`config.mk`:
```
export PLATFORM = sky130hd
export DESIGN_NAME = mdm_master
export DESIGN_NICKNAME = d
export VERILOG_FILES = /design/src/rtl/mdm_pkg.sv /design/src/rtl/mdm_clkgen.sv /design/src/rtl/mdm_frame.sv /design/src/rtl/mdm_regs.sv /design/src/rtl/mdm_master.sv
export SDC_FILE = /design/constraint.sdc
export NUM_CORES = 1
export LEC_CHECK = 0
export BUFFER_PORTS_ARGS = -buffer_cell sky130_fd_sc_hd__buf_2
export CAP_MARGIN = 10
export CORE_AREA = 10 10 125 127
export CTS_BUF_LIST = sky130_fd_sc_hd__clkbuf_8
export DETAILED_ROUTE_END_ITERATION = 8
export DIE_AREA = 0 0 135 137
export PLACE_DENSITY_LB_ADDON = 0.12
export SLEW_MARGIN = 15
export SYNTH_ARGS = -nofsm -noshare
export SYNTH_HDL_FRONTEND = slang
export SYNTH_HIERARCHICAL = 1
export SYNTH_SLANG_ARGS = --single-unit
```
`constraint.sdc`:
```
create_clock -name clk -period 2.8 [get_ports clk]
set_input_delay 0.7 -clock clk [delete_from_list [all_inputs] [get_ports clk]]
set_output_delay 0.7 -clock clk [all_outputs]
set_load 0.1 [all_outputs]
```
`src/rtl/mdm_pkg.sv`:
```
package mdm_pkg;

    localparam int MDM_BUS_W   = 16;
    localparam int MDM_ADDR_W  = 5;
    localparam int MDM_DATA_W  = 16;
    localparam int MDM_FRAME_W = 64;
    localparam int MDM_CNT_W   = 4;
    localparam int MDM_CODE_W  = 3;

    typedef enum logic [2:0] {
        RG_CFG   = 3'd0,
        RG_CMD   = 3'd1,
        RG_ADDR  = 3'd2,
        RG_WDATA = 3'd3,
        RG_RDATA = 3'd4,
        RG_STAT  = 3'd5
    } mdm_reg_e;

    typedef struct packed {
        logic [MDM_CODE_W-1:0] code;
        logic                  cmd;
        logic [MDM_ADDR_W-1:0] phy;
        logic [MDM_ADDR_W-1:0] regn;
        logic [MDM_DATA_W-1:0] wd;
        logic [MDM_DATA_W-1:0] rd;
    } mdm_regs_t;

    // half of the MDC period, in system clocks, for a divider code
    function automatic logic [MDM_CNT_W-1:0] mdm_half(input logic [MDM_CODE_W-1:0] code);
        case (code)
            3'd0:    return MDM_CNT_W'(2);
            3'd1:    return MDM_CNT_W'(3);
            3'd2:    return MDM_CNT_W'(4);
            3'd3:    return MDM_CNT_W'(5);
            3'd4:    return MDM_CNT_W'(6);
            3'd5:    return MDM_CNT_W'(8);
            3'd6:    return MDM_CNT_W'(10);
            default: return MDM_CNT_W'(14);
        endcase
    endfunction

endpackage

```
`src/rtl/mdm_clkgen.sv`:
```
module mdm_clkgen
    import mdm_pkg::*;
#(
    parameter int CNT_W  = MDM_CNT_W,
    parameter int CODE_W = MDM_CODE_W
) (
    input  logic              clk,
    input  logic              rst_n,
    input  logic              start_i,
    input  logic [CODE_W-1:0] code_i,
    input  logic              run_i,
    output logic              mdc_o,
    output logic              rise_o,
    output logic              fall_o
);

    typedef struct packed {
        logic [CNT_W-1:0] half;
        logic [CNT_W-1:0] cnt;
        logic             mdc;
    } clk_st_t;

    clk_st_t s_d, s_q;
    logic    wrap;

    always_comb begin
        s_d  = s_q;
        wrap = (s_q.cnt == s_q.half - 1'b1);
        if (start_i) begin
            s_d.half = mdm_half(code_i);
        end
        if (!run_i) begin
            s_d.cnt = '0;
            s_d.mdc = 1'b0;
        end else if (wrap) begin
            s_d.cnt = '0;
            s_d.mdc = !s_q.mdc;
        end else begin
            s_d.cnt = s_q.cnt + 1'b1;
        end
        rise_o = run_i && wrap && !s_q.mdc;
        fall_o = run_i && wrap && s_q.mdc;
        mdc_o  = s_q.mdc;
    end

    always_ff @(posedge clk) begin
        if (!rst_n) begin
            s_q.half <= CNT_W'(2);
            s_q.cnt  <= '0;
            s_q.mdc  <= 1'b0;
        end else begin
            s_q <= s_d;
        end
    end

    // MDC is parked low whenever no frame runs
    p_mdc_idle_low_r8: assert property (@(posedge clk) disable iff (!rst_n)
        !run_i |-> !s_q.mdc);

endmodule

```
`src/rtl/mdm_frame.sv`:
```
module mdm_frame
    import mdm_pkg::*;
#(
    parameter int FRAME_W = MDM_FRAME_W,
    parameter int DATA_W  = MDM_DATA_W,
    parameter int ADDR_W  = MDM_ADDR_W
) (
    input  logic              clk,
    input  logic              rst_n,
    input  logic              start_i,
    input  logic              rd_op_i,
    input  logic [ADDR_W-1:0] phy_i,
    input  logic [ADDR_W-1:0] reg_i,
    input  logic [DATA_W-1:0] wdata_i,
    input  logic              rise_i,
    input  logic              fall_i,
    input  logic              mdio_i,
    output logic              busy_o,
    output logic              mdio_o,
    output logic              mdio_oe_o,
    output logic              done_rd_o,
    output logic [DATA_W-1:0] cap_o
);

    localparam int PRE_W   = FRAME_W - 2 * ADDR_W - 6 - DATA_W;
    localparam int BIT_W   = $clog2(FRAME_W);
    localparam int RD_REL  = FRAME_W - DATA_W - 2;
    localparam int RD_DATA = FRAME_W - DATA_W;

    typedef struct packed {
        logic               busy;
        logic               rd_op;
        logic [BIT_W-1:0]   bit_cnt;
        logic [FRAME_W-1:0] shreg;
        logic [DATA_W-1:0]  cap;
    } frm_st_t;

    frm_st_t s_d, s_q;
    logic    last_bit;

    always_comb begin
        s_d      = s_q;
        last_bit = (s_q.bit_cnt == BIT_W'(FRAME_W - 1));
        if (start_i) begin
            s_d.busy    = 1'b1;
            s_d.rd_op   = rd_op_i;
            s_d.bit_cnt = '0;
            s_d.cap     = '0;
            s_d.shreg   = {{PRE_W{1'b1}}, 2'b01,
                           (rd_op_i ? 2'b10 : 2'b01),
                           phy_i, reg_i,
                           (rd_op_i ? 2'b00 : 2'b10),
                           (rd_op_i ? {DATA_W{1'b0}} : wdata_i)};
        end else if (s_q.busy) begin
            if (rise_i && s_q.rd_op && (s_q.bit_cnt >= BIT_W'(RD_DATA))) begin
                s_d.cap = {s_q.cap[DATA_W-2:0], mdio_i};
            end
            if (fall_i) begin
                if (last_bit) begin
                    s_d.busy = 1'b0;
                end else begin
                    s_d.bit_cnt = s_q.bit_cnt + 1'b1;
                    s_d.shreg   = {s_q.shreg[FRAME_W-2:0], 1'b0};
                end
            end
        end
        busy_o    = s_q.busy;
        mdio_o    = s_q.busy && s_q.shreg[FRAME_W-1];
        mdio_oe_o = s_q.busy && (!s_q.rd_op || (s_q.bit_cnt < BIT_W'(RD_REL)));
        done_rd_o = s_q.busy && s_q.rd_op && fall_i && last_bit;
        cap_o     = s_q.cap;
    end

    always_ff @(posedge clk) begin
        if (!rst_n) begin
            s_q <= '0;
        end else begin
            s_q <= s_d;
        end
    end

    // the register file never launches on top of a running frame
    p_start_idle_r9: assert property (@(posedge clk) disable iff (!rst_n)
        start_i |-> !s_q.busy);

    // every frame begins at its first bit
    p_first_bit_r3: assert property (@(posedge clk) disable iff (!rst_n)
        $rose(s_q.busy) |-> (s_q.bit_cnt == '0));

endmodule

```
`src/rtl/mdm_regs.sv`:
```
module mdm_regs
    import mdm_pkg::*;
#(
    parameter int BUS_W  = MDM_BUS_W,
    parameter int ADDR_W = MDM_ADDR_W,
    parameter int DATA_W = MDM_DATA_W,
    parameter int CODE_W = MDM_CODE_W
) (
    input  logic              clk,
    input  logic              rst_n,
    input  logic              sel_i,
    input  logic              we_i,
    input  logic [2:0]        addr_i,
    input  logic [BUS_W-1:0]  wdata_i,
    output logic [BUS_W-1:0]  rdata_o,
    input  logic              busy_i,
    input  logic              done_rd_i,
    input  logic [DATA_W-1:0] cap_i,
    output logic              start_o,
    output logic              rd_op_o,
    output logic [CODE_W-1:0] code_o,
    output logic [ADDR_W-1:0] phy_o,
    output logic [ADDR_W-1:0] reg_o,
    output logic [DATA_W-1:0] wd_o
);

    localparam int CODE_LSB = 2;
    localparam int PHY_LSB  = 8;

    mdm_regs_t s_d, s_q;
    logic      wr;

    always_comb begin
        s_d     = s_q;
        wr      = sel_i && we_i;
        start_o = 1'b0;
        rd_op_o = 1'b0;
        if (wr) begin
            case (mdm_reg_e'(addr_i))
                RG_CFG: s_d.code = wdata_i[CODE_LSB +: CODE_W];
                RG_CMD: begin
                    if (!busy_i) begin
                        s_d.cmd = wdata_i[0];
                        if (wdata_i[0] && !s_q.cmd) begin
                            start_o = 1'b1;
                            rd_op_o = 1'b1;
                        end
                    end
                end
                RG_ADDR: begin
                    s_d.phy  = wdata_i[PHY_LSB +: ADDR_W];
                    s_d.regn = wdata_i[ADDR_W-1:0];
                end
                RG_WDATA: begin
                    if (!busy_i) begin
                        s_d.wd  = wdata_i[DATA_W-1:0];
                        start_o = 1'b1;
                    end
                end
                default: ;
            endcase
        end
        if (done_rd_i) begin
            s_d.rd = cap_i;
        end
        code_o = s_d.code;
        phy_o  = s_d.phy;
        reg_o  = s_d.regn;
        wd_o   = s_d.wd;

        rdata_o = '0;
        case (mdm_reg_e'(addr_i))
            RG_CFG:   rdata_o[CODE_LSB +: CODE_W] = s_q.code;
            RG_CMD:   rdata_o[0] = s_q.cmd;
            RG_ADDR: begin
                rdata_o[PHY_LSB +: ADDR_W] = s_q.phy;
                rdata_o[ADDR_W-1:0]        = s_q.regn;
            end
            RG_WDATA: rdata_o[DATA_W-1:0] = s_q.wd;
            RG_RDATA: rdata_o[DATA_W-1:0] = s_q.rd;
            RG_STAT:  rdata_o[0] = busy_i;
            default:  rdata_o = '0;
        endcase
    end

    always_ff @(posedge clk) begin
        if (!rst_n) begin
            s_q <= '0;
        end else begin
            s_q <= s_d;
        end
    end

    // command and write data hold while a frame runs
    p_cmd_hold_r9: assert property (@(posedge clk) disable iff (!rst_n)
        busy_i |=> $stable(s_q.cmd));
    p_wd_hold_r9: assert property (@(posedge clk) disable iff (!rst_n)
        busy_i |=> $stable(s_q.wd));

    // read data only changes at the end of a frame
    p_rdata_idle_r5: assert property (@(posedge clk) disable iff (!rst_n)
        !busy_i |=> $stable(s_q.rd));

endmodule

```
`src/rtl/mdm_master.sv`:
```
module mdm_master
    import mdm_pkg::*;
(
    input  logic                 clk,
    input  logic                 rst_n,
    input  logic                 reg_sel,
    input  logic                 reg_we,
    input  logic [2:0]           reg_addr,
    input  logic [MDM_BUS_W-1:0] reg_wdata,
    output logic [MDM_BUS_W-1:0] reg_rdata,
    output logic                 mdc,
    output logic                 mdio_o,
    output logic                 mdio_oe,
    input  logic                 mdio_i
);

    logic                  start_w, rd_op_w, busy_w, done_rd_w, rise_w, fall_w;
    logic [MDM_CODE_W-1:0] code_w;
    logic [MDM_ADDR_W-1:0] phy_w, reg_w;
    logic [MDM_DATA_W-1:0] wd_w, cap_w;

    mdm_regs i_regs (
        .clk       (clk),
        .rst_n     (rst_n),
        .sel_i     (reg_sel),
        .we_i      (reg_we),
        .addr_i    (reg_addr),
        .wdata_i   (reg_wdata),
        .rdata_o   (reg_rdata),
        .busy_i    (busy_w),
        .done_rd_i (done_rd_w),
        .cap_i     (cap_w),
        .start_o   (start_w),
        .rd_op_o   (rd_op_w),
        .code_o    (code_w),
        .phy_o     (phy_w),
        .reg_o     (reg_w),
        .wd_o      (wd_w)
    );

    mdm_clkgen i_clkgen (
        .clk     (clk),
        .rst_n   (rst_n),
        .start_i (start_w),
        .code_i  (code_w),
        .run_i   (busy_w),
        .mdc_o   (mdc),
        .rise_o  (rise_w),
        .fall_o  (fall_w)
    );

    mdm_frame i_frame (
        .clk       (clk),
        .rst_n     (rst_n),
        .start_i   (start_w),
        .rd_op_i   (rd_op_w),
        .phy_i     (phy_w),
        .reg_i     (reg_w),
        .wdata_i   (wd_w),
        .rise_i    (rise_w),
        .fall_i    (fall_w),
        .mdio_i    (mdio_i),
        .busy_o    (busy_w),
        .mdio_o    (mdio_o),
        .mdio_oe_o (mdio_oe),
        .done_rd_o (done_rd_w),
        .cap_o     (cap_w)
    );

    // line output holds while MDC is high
    p_mdio_stable_r8: assert property (@(posedge clk) disable iff (!rst_n)
        (mdc && $past(mdc)) |-> ($stable(mdio_o) && $stable(mdio_oe)));

    // busy drops together with a low MDC
    p_busy_ends_low_r6: assert property (@(posedge clk) disable iff (!rst_n)
        $fell(busy_w) |-> !mdc);

endmodule

```
# [After elaboration in Yosys (flattened, before gate mapping)]
# Cells that the tools add are included.
[totals] regBits=143 elab_cells=97 out_inout_bits=19 in_bits=24
[op_classes] order_cmp=2 n_eq_ne=14 n_bitwise=3 n_addsub=3 reduce_logical=27 muxes=33
[ops] operator="80-bit 2-to-1 mux" count=2
[ops] operator="64-bit 2-to-1 mux" count=2
[ops] operator="16-bit 2-to-1 mux" count=4
[ops] operator="30-bit 2-to-1 mux" count=1
[ops] operator="4-bit one-hot mux with 7 select lines" count=1
[ops] operator="3-bit == test, second input constant" count=5
[ops] operator="5-bit one-hot mux with 3 select lines" count=1
[ops] operator="3-bit by 2-bit == test with 1-bit output, second input constant" count=4
[ops] operator="1-bit logical AND" count=12
[ops] operator="1-bit 2-to-1 mux" count=12
[ops] operator="3-bit one-hot mux with 2 select lines" count=2
[ops] operator="3-bit one-hot mux with 4 select lines" count=1
[ops] operator="10-bit 2-to-1 mux" count=1
[ops] operator="3-bit AND reduction" count=3
[ops] operator="6-bit by 1-bit adder with 6-bit output, second input constant" count=1
[ops] operator="3-bit by 1-bit == test with 1-bit output, second input constant" count=2
[ops] operator="6-bit == test, second input constant" count=1
[ops] operator="6-bit >= comparator, second input constant" count=1
[ops] operator="3-bit logical NOT" count=2
[ops] operator="6-bit less-than comparator, second input constant" count=1
[ops] operator="1-bit one-hot mux with 5 select lines" count=1
[ops] operator="4-bit by 1-bit adder with 4-bit output, second input constant" count=1
[ops] operator="4-bit == test" count=1
[ops] operator="2-bit 2-to-1 mux" count=2
[ops] operator="other kinds (12)" count=18

# [Depth between registers and ports, before layout]
# Gate-level depths: netlist of run 1.
[depth] word_depth=9 depth_mapped=13 mapped_depth_nobuf=10

# [Cells and area by module]
# The synthesis of run 1 kept the hierarchy.
[by_module_without_submodules] module="mdm_frame" n_inst=1 cells_each=478 area_per_inst_um2=4340.4
[by_module_without_submodules] module="mdm_regs" n_inst=1 cells_each=260 area_per_inst_um2=2482.4
[by_module_without_submodules] module="mdm_clkgen" n_inst=1 cells_each=50 area_per_inst_um2=464.2

# [Worst setup path before layout of run 1]
# No wires, ideal clock.
[synth_timing] path_type="input port to output port" startpoint="input reg_addr[0]" endpoint="output reg_rdata[3]" path_stages=5 slack_ps=-1449 t_arrival_ps=3549 n_path_buf=2 path_cell_list="buf_4 clkbuf_1 nand3_1 o21a_1 o21ai_0"
[synth_between] elab_chain_len=2
[synth_lines] element="from (decl)" line_no="mdm_master.sv:8" rtl="input logic [2:0] reg_addr,"
[synth_lines] element="3-bit == test (tied with other cells)" line_no="mdm_regs.sv:72" rtl="case (mdm_reg_e'(addr_i))"
[synth_lines] element="3-bit one-hot mux with 4 select lines *" line_no="mdm_regs.sv:72"
[synth_lines] element="to (decl)" line_no="mdm_master.sv:10" rtl="output logic [MDM_BUS_W-1:0] reg_rdata,"
# Mark *: on every way between the ends. The rest lies on a longest branch, timed or not.

# [Worst setup path after layout of run 1]
[layout_timing] startpoint="register i_clkgen/s_q[5] (netlist bit)" endpoint="register i_frame/s_q[33] (netlist bit)"
[layout_between] elab_chain_len=6
[layout_lines] element="from (decl)" line_no="mdm_clkgen.sv:23" rtl="clk_st_t s_d, s_q;"
[layout_lines] element="4-bit by 1-bit subtractor with 4-bit output" line_no="mdm_clkgen.sv:28" rtl="wrap = (s_q.cnt == s_q.half - 1'b1);"
[layout_lines] element="4-bit == test" line_no="mdm_clkgen.sv:28"
[layout_lines] element="1-bit logical AND (2 in a row)" line_no="mdm_clkgen.sv:42" rtl="fall_o = run_i && wrap && s_q.mdc;"
[layout_lines] element="via fall_w" line_no="mdm_master.sv:17" rtl="logic start_w, rd_op_w, busy_w, done_rd_w, rise_w, fall_w;"
[layout_lines] element="2-bit nonzero test (no source line)"
[layout_lines] element="3-bit AND reduction (no source line)"
[layout_lines] element="to (signal assigned)" line_no="mdm_frame.sv:76" rtl="s_q <= '0;"
[layout_lines] element="to (signal assigned)" line_no="mdm_frame.sv:78" rtl="s_q <= s_d;"
[layout_lines] element="to (decl)" line_no="mdm_frame.sv:38" rtl="frm_st_t s_d, s_q;"
# The timed path passes the listed nets, and every way through them passes these cells.
# A chain may end at the register's enable or synchronous reset.

==> results of run 1 <==
## sequential cells by signal (all words and copies together) (netlist names)
| signal | flops |
|---|---|
| i_frame/cap_o | 16 |
| i_clkgen/mdc_o | 1 |
| i_regs/s_q | 46 |
| i_clkgen/s_q | 8 |
| i_frame/s_q | 71 |
| i_frame/busy_o | 1 |
## layout make-up
| class | instances | share of cell area [%] |
|---|---|---|
| Inverter | 7 | 0.315 |
| Clock buffer | 21 | 3.47 |
| Multi-Input combinational cell | 541 | 47.1 |
| Sequential cell | 143 | 34.4 |
| Timing Repair Buffer | 83 | 10.2 |
| Tap cell | 176 | 2.64 |
| Clock inverter | 11 | 1.94 |
## cell families (layout without fill, tap and decap cells)
family | Yosys count | count (layout) | synth area share (%)
flops | 143 | 143 | 39.3
buf+inv | 104 | 122 | 8.31
xor+xnor | 9 | 9 | 1.08
mux | 96 | 96 | 13.8
fa+ha+maj | 3 | 3 | 0.515
compound gates | 213 | 213 | 21.3
simple gates | 220 | 220 | 15.7
## power breakdown
group          internal (mW)  total [mW]  switching (mW)
Sequential              2.07        2.09          0.0219
Clock                   1.06        1.84           0.781
Combinational          0.108       0.277           0.169
## through the flow
stage                     hold WS, ns  cell area, um^2  std cells
after floorplan                 0.432             7380        788
after global placement          0.451             7880        950
after detailed placement        0.453             7880        950
after CTS                       0.463             8330        982
after global routing            0.486             8330        982
final                           0.463             8330        982
## per-layer routing
layer	wire, um	vias to the layer above	GRT usage (%)
li1	-	2915	-
met2	9120	162	34.5
met1	7920	2993	24.2
met3	923	29	4.84
met4	419	0	7.18
met5	0	-	0
## how the worst min path moves through the flow
| stage | from | end | slack, ns |
|---|---|---|---|
| 6_report | i_frame/s_q[47]$_SDFFE_PP0P_ | i_frame/s_q[47]$_SDFFE_PP0P_ | 0.46 |
| 5_1_grt | i_frame/s_q[46]$_SDFFE_PN0P_ | i_frame/s_q[47]$_SDFFE_PP0P_ | 0.49 |
| 4_1_cts | i_frame/s_q[47]$_SDFFE_PP0P_ | i_frame/s_q[47]$_SDFFE_PP0P_ | 0.46 |
| 3_5_place_dp | i_frame/s_q[47]$_SDFFE_PP0P_ | i_frame/s_q[47]$_SDFFE_PP0P_ | 0.45 |
| 3_3_place_gp | i_frame/s_q[47]$_SDFFE_PP0P_ | i_frame/s_q[47]$_SDFFE_PP0P_ | 0.45 |
| 2_1_floorplan | i_frame/s_q[44]$_SDFFE_PN0P_ | i_frame/s_q[44]$_SDFFE_PN0P_ | 0.43 |
## cells in the mapped netlist, types with 20 or more instances
master,count
dfxtp_1,143
a311o_1,33
a21oi_1,56
mux2i_1,62
buf_4,20
mux2_2,31
nand4_1,33
buf_2,30
nand3_1,31
nand2_1,76
o21ai_0,36
clkbuf_1,32
nor2b_1,21
## worst min-delay path: stages (launching register included)
cell and delay [ns]:
dfxtp_1 0.32, nand2_1 0.05, mux2i_1 0.05
==> results_dict.tcl, run 1 <==
set metrics [dict create \
    track_usage_pct 20.2 \
    end_kind "flip-flop" \
    gr-total-overflow 0 \
    area_growth_pct 14.3 \
    yosysTopAreaCell "dfxtp_1" \
    synth_cell_type_count 63 \
    rsz0062_at_grt "false" \
    cp_max_fo 20 \
    rrSetupSlack_ns 0.14 \
    slew_headroom_pct 36.8 \
    firstDrtPassIters 5 \
    cts_resized 0 \
    worst_pin_slew_ns 0.944 \
    power_density_nw_per_um2 505 \
    place_hpwl_um 12500 \
    synth_top_area_share_pct 39.3 \
    cts_tree "built" \
    hold_viol 0 \
    cts_buffers 17 \
    setup_ws_ns 0.142 \
    period_needed_ns 2.66 \
    hold_buffers 0 \
    final_antenna_net_count 0 \
    critPathLaunchType "flip-flop" \
    final_util_pct 63.7 \
    async_reset_ff_share_pct 0 \
    grt_start_max_net_pins 72 \
    synth_edf_count 0 \
    place.gp.congestion 0.818 \
    slowest_stage "dfxtp_1" \
    drive_gt1_share_pct 22.5 \
    multi_input_area_um2 3920 \
    cts.reportedPaths.clkPinSlew_ns 0.08 \
    setup_viol 0 \
    ys_seq_area_share_pct 39.3 \
    cp.depth 10 \
    fp.dieH_um 137 \
    grt_first_pass_wirelength_um 30300 \
    syn_area_per_cell_um2 9.25 \
    cts_max_path_buffers 2 \
    power_mw 4.20 \
    initial_utilization_pct 55.7 \
    status "complete, no violations" \
    crit_type "reg -> reg" \
    antenna_found_initial 0 \
    slew_viol_final 0 \
    finalNetCount 820 \
    yosys_warnings 6 \
    min_path_type "reg -> reg" \
    core_um2 13100 \
    tns_ns 0 \
    crit_chain "inv_1, ha_1, xor2_1, nand2_1, nor3_2, and3_1, buf_4, nand2_2, a32o_1, o31a_1" \
    totalWireLength_um 18400 \
    clk_latency_ns 0.46 \
    register_area_um2 2860 \
    required_ns 3.15 \
    holdPathStages 2 \
    reg2reg_from "i_clkgen/s_q[5]$_SDFFE_PN0P_" \
    drt_iter0_drc 550 \
    worstReg2RegEnd "i_frame/s_q[33]$_SDFFE_PN0P_" \
    synthFlopType "dfxtp_1" \
    worstSetupEndpoint "i_frame/s_q[33]$_SDFFE_PN0P_" \
    cts-root-buf "clkbuf_8" \
    ys_ff_latch 143 \
    maxCapViolCount 0 \
    post-cts-setup-buffer-count 0 \
    power_leakage_nw 2.88 \
    mostFrequentLayoutCell "dfxtp_1" \
    vias 6099 \
    synth_cells 788 \
    arrival_ns 3.01 \
    synth_area_leaders "dfxtp_1, mux2i_1, mux2_2, a311o_1, nand2_1" \
    skew_ns 0.00965 \
    cts_num_sinks 143 \
    drc 0 \
    ir_worst_vdd_mv 0.476 \
    place_ws_ns 0.0758 \
    r2r_cells 10 \
    clock.fmax_ghz 0.376 \
    via_per_inst 6.21 \
    cp_num_buf_inv 2 \
    fp.dieW_um 135 \
    synth.cell_area_um2 7290 \
    post_drt_wl_per_cell_um 18.7 \
    layout_common_cells "dfxtp_1, nand2_1, mux2i_1" \
    syn-num-nets 815 \
    diodes 0 \
    ios 43 \
    numPortBuffers 42 \
    cpLargestDelayFamily "simple AND/OR/NAND/NOR gates" \
    cp-startpoint "i_clkgen/s_q[5]$_SDFFE_PN0P_" \
    finalCritPeriodShare_pct 94.9 \
    dieArea_um2 18500 \
    critPathMaxStageDelay_ns 0.39 \
    grt_pass1_vias 5931 \
    fillers 1049 \
    htree_levels 4 \
    num_rows 42 \
]
No activity file was read; power rests on OpenSTA's default activity.
==> run 2, diff against run 1 <==
Settings changed: CELL_PAD_IN_SITES_DETAIL_PLACEMENT set to 0, CELL_PAD_IN_SITES_GLOBAL_PLACEMENT set to 1, CORE_AREA 10 10 125 127 to 10 10 140 142, DIE_AREA 0 0 135 137 to 0 0 150 152.
==> run 2 against run 1 <==
Against the previous run:
- worst hold slack barely moved
- critical path depth increased by 1
- die area rose by 23%
- combinational power is essentially flat
- clock power shrank 5%
- core utilization fell by 14 points
- sequential power is essentially flat
- largest cell class unchanged
==> results_dict.tcl, run 2 (synthesis gave the netlist of run 1 again) <==
set metrics [dict create \
    drive_gt1_share_pct 23.8 \
    critPathLaunchType "flip-flop" \
    critPathMaxStageDelay_ns 0.39 \
    finalCritPeriodShare_pct 93.8 \
    numPortBuffers 42 \
    largest_register_ffs 71 \
    required_ns 3.15 \
    period_needed_ns 2.63 \
    setup_ws_ns 0.174 \
    slowest_stage "dfxtp_1" \
    track_usage_pct 16.5 \
    grt_first_pass_wirelength_um 30800 \
    rsz0062_at_grt "false" \
    worst_pin_slew_ns 0.830 \
    cts_max_path_buffers 2 \
    place_area_um2 7970 \
    worstReg2RegEnd "i_regs/s_q[6]$_SDFFE_PN0P_" \
    hold_end "i_frame/s_q[47]$_SDFFE_PP0P_" \
    area_growth_pct 15.9 \
    clkPwrFrac_pct 42.3 \
    switching_share_pct 24.0 \
    grt_start_max_net_pins 66 \
    diodes 0 \
    p_seq_share_pct 50.9 \
    place_hpwl_um 13000 \
    dieArea_um2 22800 \
    ios 43 \
    clock.fmax_ghz 0.381 \
    status "complete, no violations" \
    slew_viol_final 0 \
    core_um2 16900 \
    register_area_um2 2860 \
    fin_area_um2 8450 \
    crit_path_frequent_cell "and3_1" \
    htree_levels 4 \
    cts_buffers 17 \
    gr-total-overflow 0 \
    crit_chain "inv_1, ha_1, xor2_1, nand2_1, nor3_2, and3_1, and2_2, and3_1, buf_12, mux2i_1, nor2b_1" \
    reg2reg_from "i_clkgen/s_q[5]$_SDFFE_PN0P_" \
    place.gp.congestion 0.777 \
    power.switching_uw 986 \
    ir_worst_vdd_mv 0.296 \
    layout_common_cells "dfxtp_1, nand2_1, mux2i_1" \
    num_rows 48 \
    clk_latency_ns 0.46 \
    place_ws_ns 0.155 \
    cts-root-buf "clkbuf_8" \
    mostFrequentLayoutCell "dfxtp_1" \
    setup_viol 0 \
    firstDrtPassIters 5 \
    holdPathStages 2 \
    final_antenna_net_count 0 \
    power_density_nw_per_um2 486 \
    cp_max_fo 16 \
    vias 6077 \
    post_drt_wl_per_cell_um 18.7 \
    power_leakage_nw 2.92 \
    grt_pass1_vias 5815 \
    drt_iter0_drc 430 \
    cts.reportedPaths.clkPinSlew_ns 0.08 \
    totalWireLength_um 19500 \
    skew_ns 0.00957 \
    initial_utilization_pct 43.0 \
    slew_headroom_pct 44.6 \
    r2r_cells 11 \
    fp.dieW_um 150 \
    arrival_ns 2.97 \
    fp.dieH_um 152 \
    worstHoldStart "i_frame/s_q[47]$_SDFFE_PP0P_" \
    cts_tree "built" \
    via_per_inst 5.82 \
    crit_type "reg -> reg" \
    combPwrFrac_pct 6.8 \
    regMostFlops "i_frame/s_q" \
    antenna_found_initial 0 \
    maxCapViolCount 0 \
    multi_input_area_um2 3930 \
    hold_viol 0 \
    fillers 1642 \
    cts_num_sinks 143 \
    hold_ws_ns 0.462 \
    finalNetCount 833 \
    tns_ns 0 \
    p_int_mw 3.12 \
    end_kind "flip-flop" \
    rrSetupSlack_ns 0.17 \
    min_path_type "reg -> reg" \
    hold_buffers 0 \
    drc 0 \
]
## run 2: cell types whose count changed in the layout (fill, tap and decap cells not counted), sizes merged
cell and change:
o21ai +1, buf +12, clkinv +2, clkbuf -1, bufinv -1
## run 2: area by class of cell
| class | count | share of cell area, % |
|---|---|---|
| Clock inverter | 12 | 1.67 |
| Timing Repair Buffer | 95 | 11.0 |
| Tap cell | 225 | 3.33 |
| Clock buffer | 20 | 3.26 |
| Sequential cell | 143 | 33.9 |
| Multi-Input combinational cell | 542 | 46.5 |
| Inverter | 7 | 0.311 |
## run 2: worst max path at each step
stage,to,cells past startpoint,from,slack (ns)
floorplan,reg_rdata[2],5,reg_addr[2],-0.46
global placement,i_frame/s_q[45]$_SDFFE_PN0P_,9,reg_addr[2],0.18
detailed placement,i_frame/s_q[32]$_SDFFE_PN0P_,11,i_clkgen/s_q[5]$_SDFFE_PN0P_,0.15
CTS,i_frame/s_q[80]$_SDFFE_PP0P_,11,i_clkgen/s_q[5]$_SDFFE_PN0P_,0.12
global route,i_frame/s_q[80]$_SDFFE_PP0P_,11,i_clkgen/s_q[5]$_SDFFE_PN0P_,0.004
finish,i_regs/s_q[6]$_SDFFE_PN0P_,11,i_clkgen/s_q[5]$_SDFFE_PN0P_,0.17
## run 2: through the flow
| step | utilization (%) | power, mW | cells |
|---|---|---|---|
| 2_1_floorplan | - | 2.32 | 788 |
| 3_3_place_gp | 47.1 | 2.41 | 1005 |
| 3_5_place_dp | 47.1 | 2.42 | 1005 |
| 4_1_cts | 49.5 | 4.15 | 1037 |
| 5_1_grt | 49.9 | 4.27 | 1044 |
| 6_report | 49.9 | 4.11 | 1044 |
## run 2: power groups by stage
stage,registers (mW),clock network (mW),logic (mW)
2_1_floorplan,2.13,0,0.186
3_3_place_gp,2.14,0,0.272
3_5_place_dp,2.14,0,0.278
4_1_cts,2.09,1.78,0.279
5_1_grt,2.09,1.87,0.304
6_report,2.09,1.74,0.279
## run 2: metal layers
layer | vias up | track usage [%] | share of wire, %
met1 | 2983 | 22.0 | 47
met2 | 128 | 25.8 | 48
li1 | 2948 | - | -
met4 | 0 | 4.95 | 1.3
met5 | - | 0 | 0
met3 | 18 | 3.83 | 4.0
## run 2: worst max-delay path, delay by kind of cell (launching register included)
| family | cells | cell delay, ns |
|---|---|---|
| muxes | 1 | 0.21 |
| xor gates and xnor gates | 1 | 0.15 |
| adders and majority gates | 1 | 0.32 |
| and+or+nand+nor | 6 | 1.16 |
| DFF | 1 | 0.39 |
| buffers and inverters | 2 | 0.29 |
## run 2: repair_timing
action	4_1_cts	5_1_grt
buffers inserted	0	6
setup endpoints to repair	0	18
resized for setup	0	1
==> run 3, diff against run 2 <==
Settings changed: CORE_AREA 10 10 140 142 to 10 10 133 135, DIE_AREA 0 0 150 152 to 0 0 143 145.
Clock period 2.8 ns to 3 ns, I/O delays scaled along.
==> run 3 against run 2 <==
Against the previous run:
- critical path depth fell by 7
- cell area fell by 2.1%
- critical path type is now reg -> out
- clock skew rose by 0.0054 ns
- die area fell by 9.1%
- register-to-register slack improved by 0.12 ns
- non-clock buffer count fell by 18
- combinational power fell by 7.5%
- sequential cell count did not move
- worst hold slack improved by 0.0085 ns
- wire length fell by 2.2%
- largest cell class unchanged
==> results_dict.tcl, run 3 (synthesis gave the netlist of run 1 again) <==
set metrics [dict create \
    status "complete, no violations" \
    min_path_type "reg -> reg" \
    cts.reportedPaths.clkPinSlew_ns 0.08 \
    grt_pass1_vias 5876 \
    core_um2 15000 \
    cts-root-buf "clkbuf_8" \
    fp.dieW_um 143 \
    post-cts-setup-buffer-count 0 \
    vias 6123 \
    post_drt_wl_per_cell_um 19.3 \
    htree_levels 4 \
    finalNetCount 815 \
    gr-total-overflow 0 \
    cp-startpoint "i_frame/busy_o$_SDFF_PN0_" \
    area_growth_pct 13.5 \
    slew_viol_final 0 \
    initial_utilization_pct 48.5 \
    dieArea_um2 20700 \
    hold_viol 0 \
    period_needed_ns 2.78 \
    drt_iter0_drc 453 \
    cts_resized 0 \
    diodes 0 \
    skew_ns 0.0150 \
    final_antenna_net_count 0 \
    cts_tree "built" \
    crit_path_frequent_cell "buf_4" \
    largest_register_ffs 71 \
    via_per_inst 6.19 \
    regMostFlops "i_frame/s_q" \
    critPathMaxStageDelay_ns 0.52 \
    fin_area_um2 8270 \
    finalCritPeriodShare_pct 92.6 \
    worstHoldStart "i_frame/s_q[34]$_SDFFE_PN0P_" \
    tns_ns 0 \
    firstDrtPassIters 5 \
    power_density_nw_per_um2 482 \
    cts_buffers 17 \
    numPortBuffers 42 \
    maxCapViolCount 0 \
    totalWireLength_um 19000 \
    place.gp.congestion 0.792 \
    ir_worst_vdd_mv 0.333 \
    power_leakage_nw 2.83 \
    antenna_found_initial 0 \
    crit_type "reg -> out" \
    power_mw 3.99 \
    num_rows 45 \
    place_area_um2 7800 \
    arrival_ns 2.03 \
    required_ns 2.25 \
    grt_first_pass_wirelength_um 30400 \
    clock.fmax_ghz 0.360 \
    drive_gt1_share_pct 21.5 \
    layout_common_cells "dfxtp_1, nand2_1, mux2i_1" \
    end_kind "output pin" \
    worst_pin_slew_ns 0.817 \
    reg2reg_from "i_clkgen/s_q[5]$_SDFFE_PN0P_" \
    grt_start_max_net_pins 59 \
    fp.dieH_um 145 \
    cts_num_sinks 143 \
    cts_max_path_buffers 2 \
    critPathLaunchType "flip-flop" \
    slowest_stage "dfxtp_1" \
    ios 43 \
    crit_chain "buf_4, buf_4, and2_1, buf_12" \
    slew_headroom_pct 45.5 \
    hold_buffers 0 \
    setup_viol 0 \
    mostFrequentLayoutCell "dfxtp_1" \
    clk_latency_ns 0.46 \
    place_hpwl_um 12200 \
    track_usage_pct 17.8 \
    drc 0 \
    rsz0062_at_grt "false" \
    cp_max_fo 40 \
]
run 3: per-stage QoR:
step / worst slack [ns] / hold WS (ns) / std cells / util, %
detailed placement: 0.216 / 0.455 / 956 / 51.9
global route: 0.0683 / 0.480 / 989 / 55.0
CTS: 0.196 / 0.469 / 988 / 54.9
floorplan: -0.366 / 0.432 / 788 / -
global placement: 0.279 / 0.445 / 956 / 51.9
finish: 0.222 / 0.471 / 989 / 55.0
run 3: worst max-delay path, delay by kind of cell (launching register included):
kind,cells,cell delay (ns)
buffers and inverters,3,0.78
flip-flops,1,0.52
AND/OR/NAND/NOR,1,0.24
run 3: power breakdown:
part	internal, mW	switching, mW	total (mW)
combinational	0.101	0.157	0.258
sequential	1.93	0.0205	1.95
clock	1.01	0.773	1.78
total	3.04	0.951	3.99
run 3: metal layers:
| metal | vias to the layer above | routed length [um] | part of all wire [%] | track usage, % |
|---|---|---|---|---|
| met5 | - | 0 | 0 | 0 |
| met4 | 0 | 371 | 1.9 | 6.97 |
| met3 | 26 | 767 | 4.0 | 4.14 |
| met2 | 158 | 8950 | 47 | 27.3 |
| met1 | 3017 | 8960 | 47 | 23.7 |
| li1 | 2922 | - | - | - |
run 3: path summary, 6_finish.rpt:
kind	slack, ns	cells past startpoint	endpoint
worst max-delay path	0.22	4	mdio_o
worst min-delay path	0.47	2	i_frame/s_q[34]$_SDFFE_PN0P_
worst max register to register	0.29	10	i_frame/s_q[33]$_SDFFE_PN0P_
worst min register to register	0.47	2	i_frame/s_q[34]$_SDFFE_PN0P_
run 3: final cells by class:
| type | count | area, um^2 |
|---|---|---|
| tap | 188 | 235 |
| fill | 1338 | 6760 |
| clock inverter | 14 | 213 |
| timing repair buffer | 77 | 810 |
| sequential | 143 | 2860 |
| multi-input combinational | 542 | 3880 |
| clock buffer | 18 | 248 |
| inverter | 7 | 26.3 |
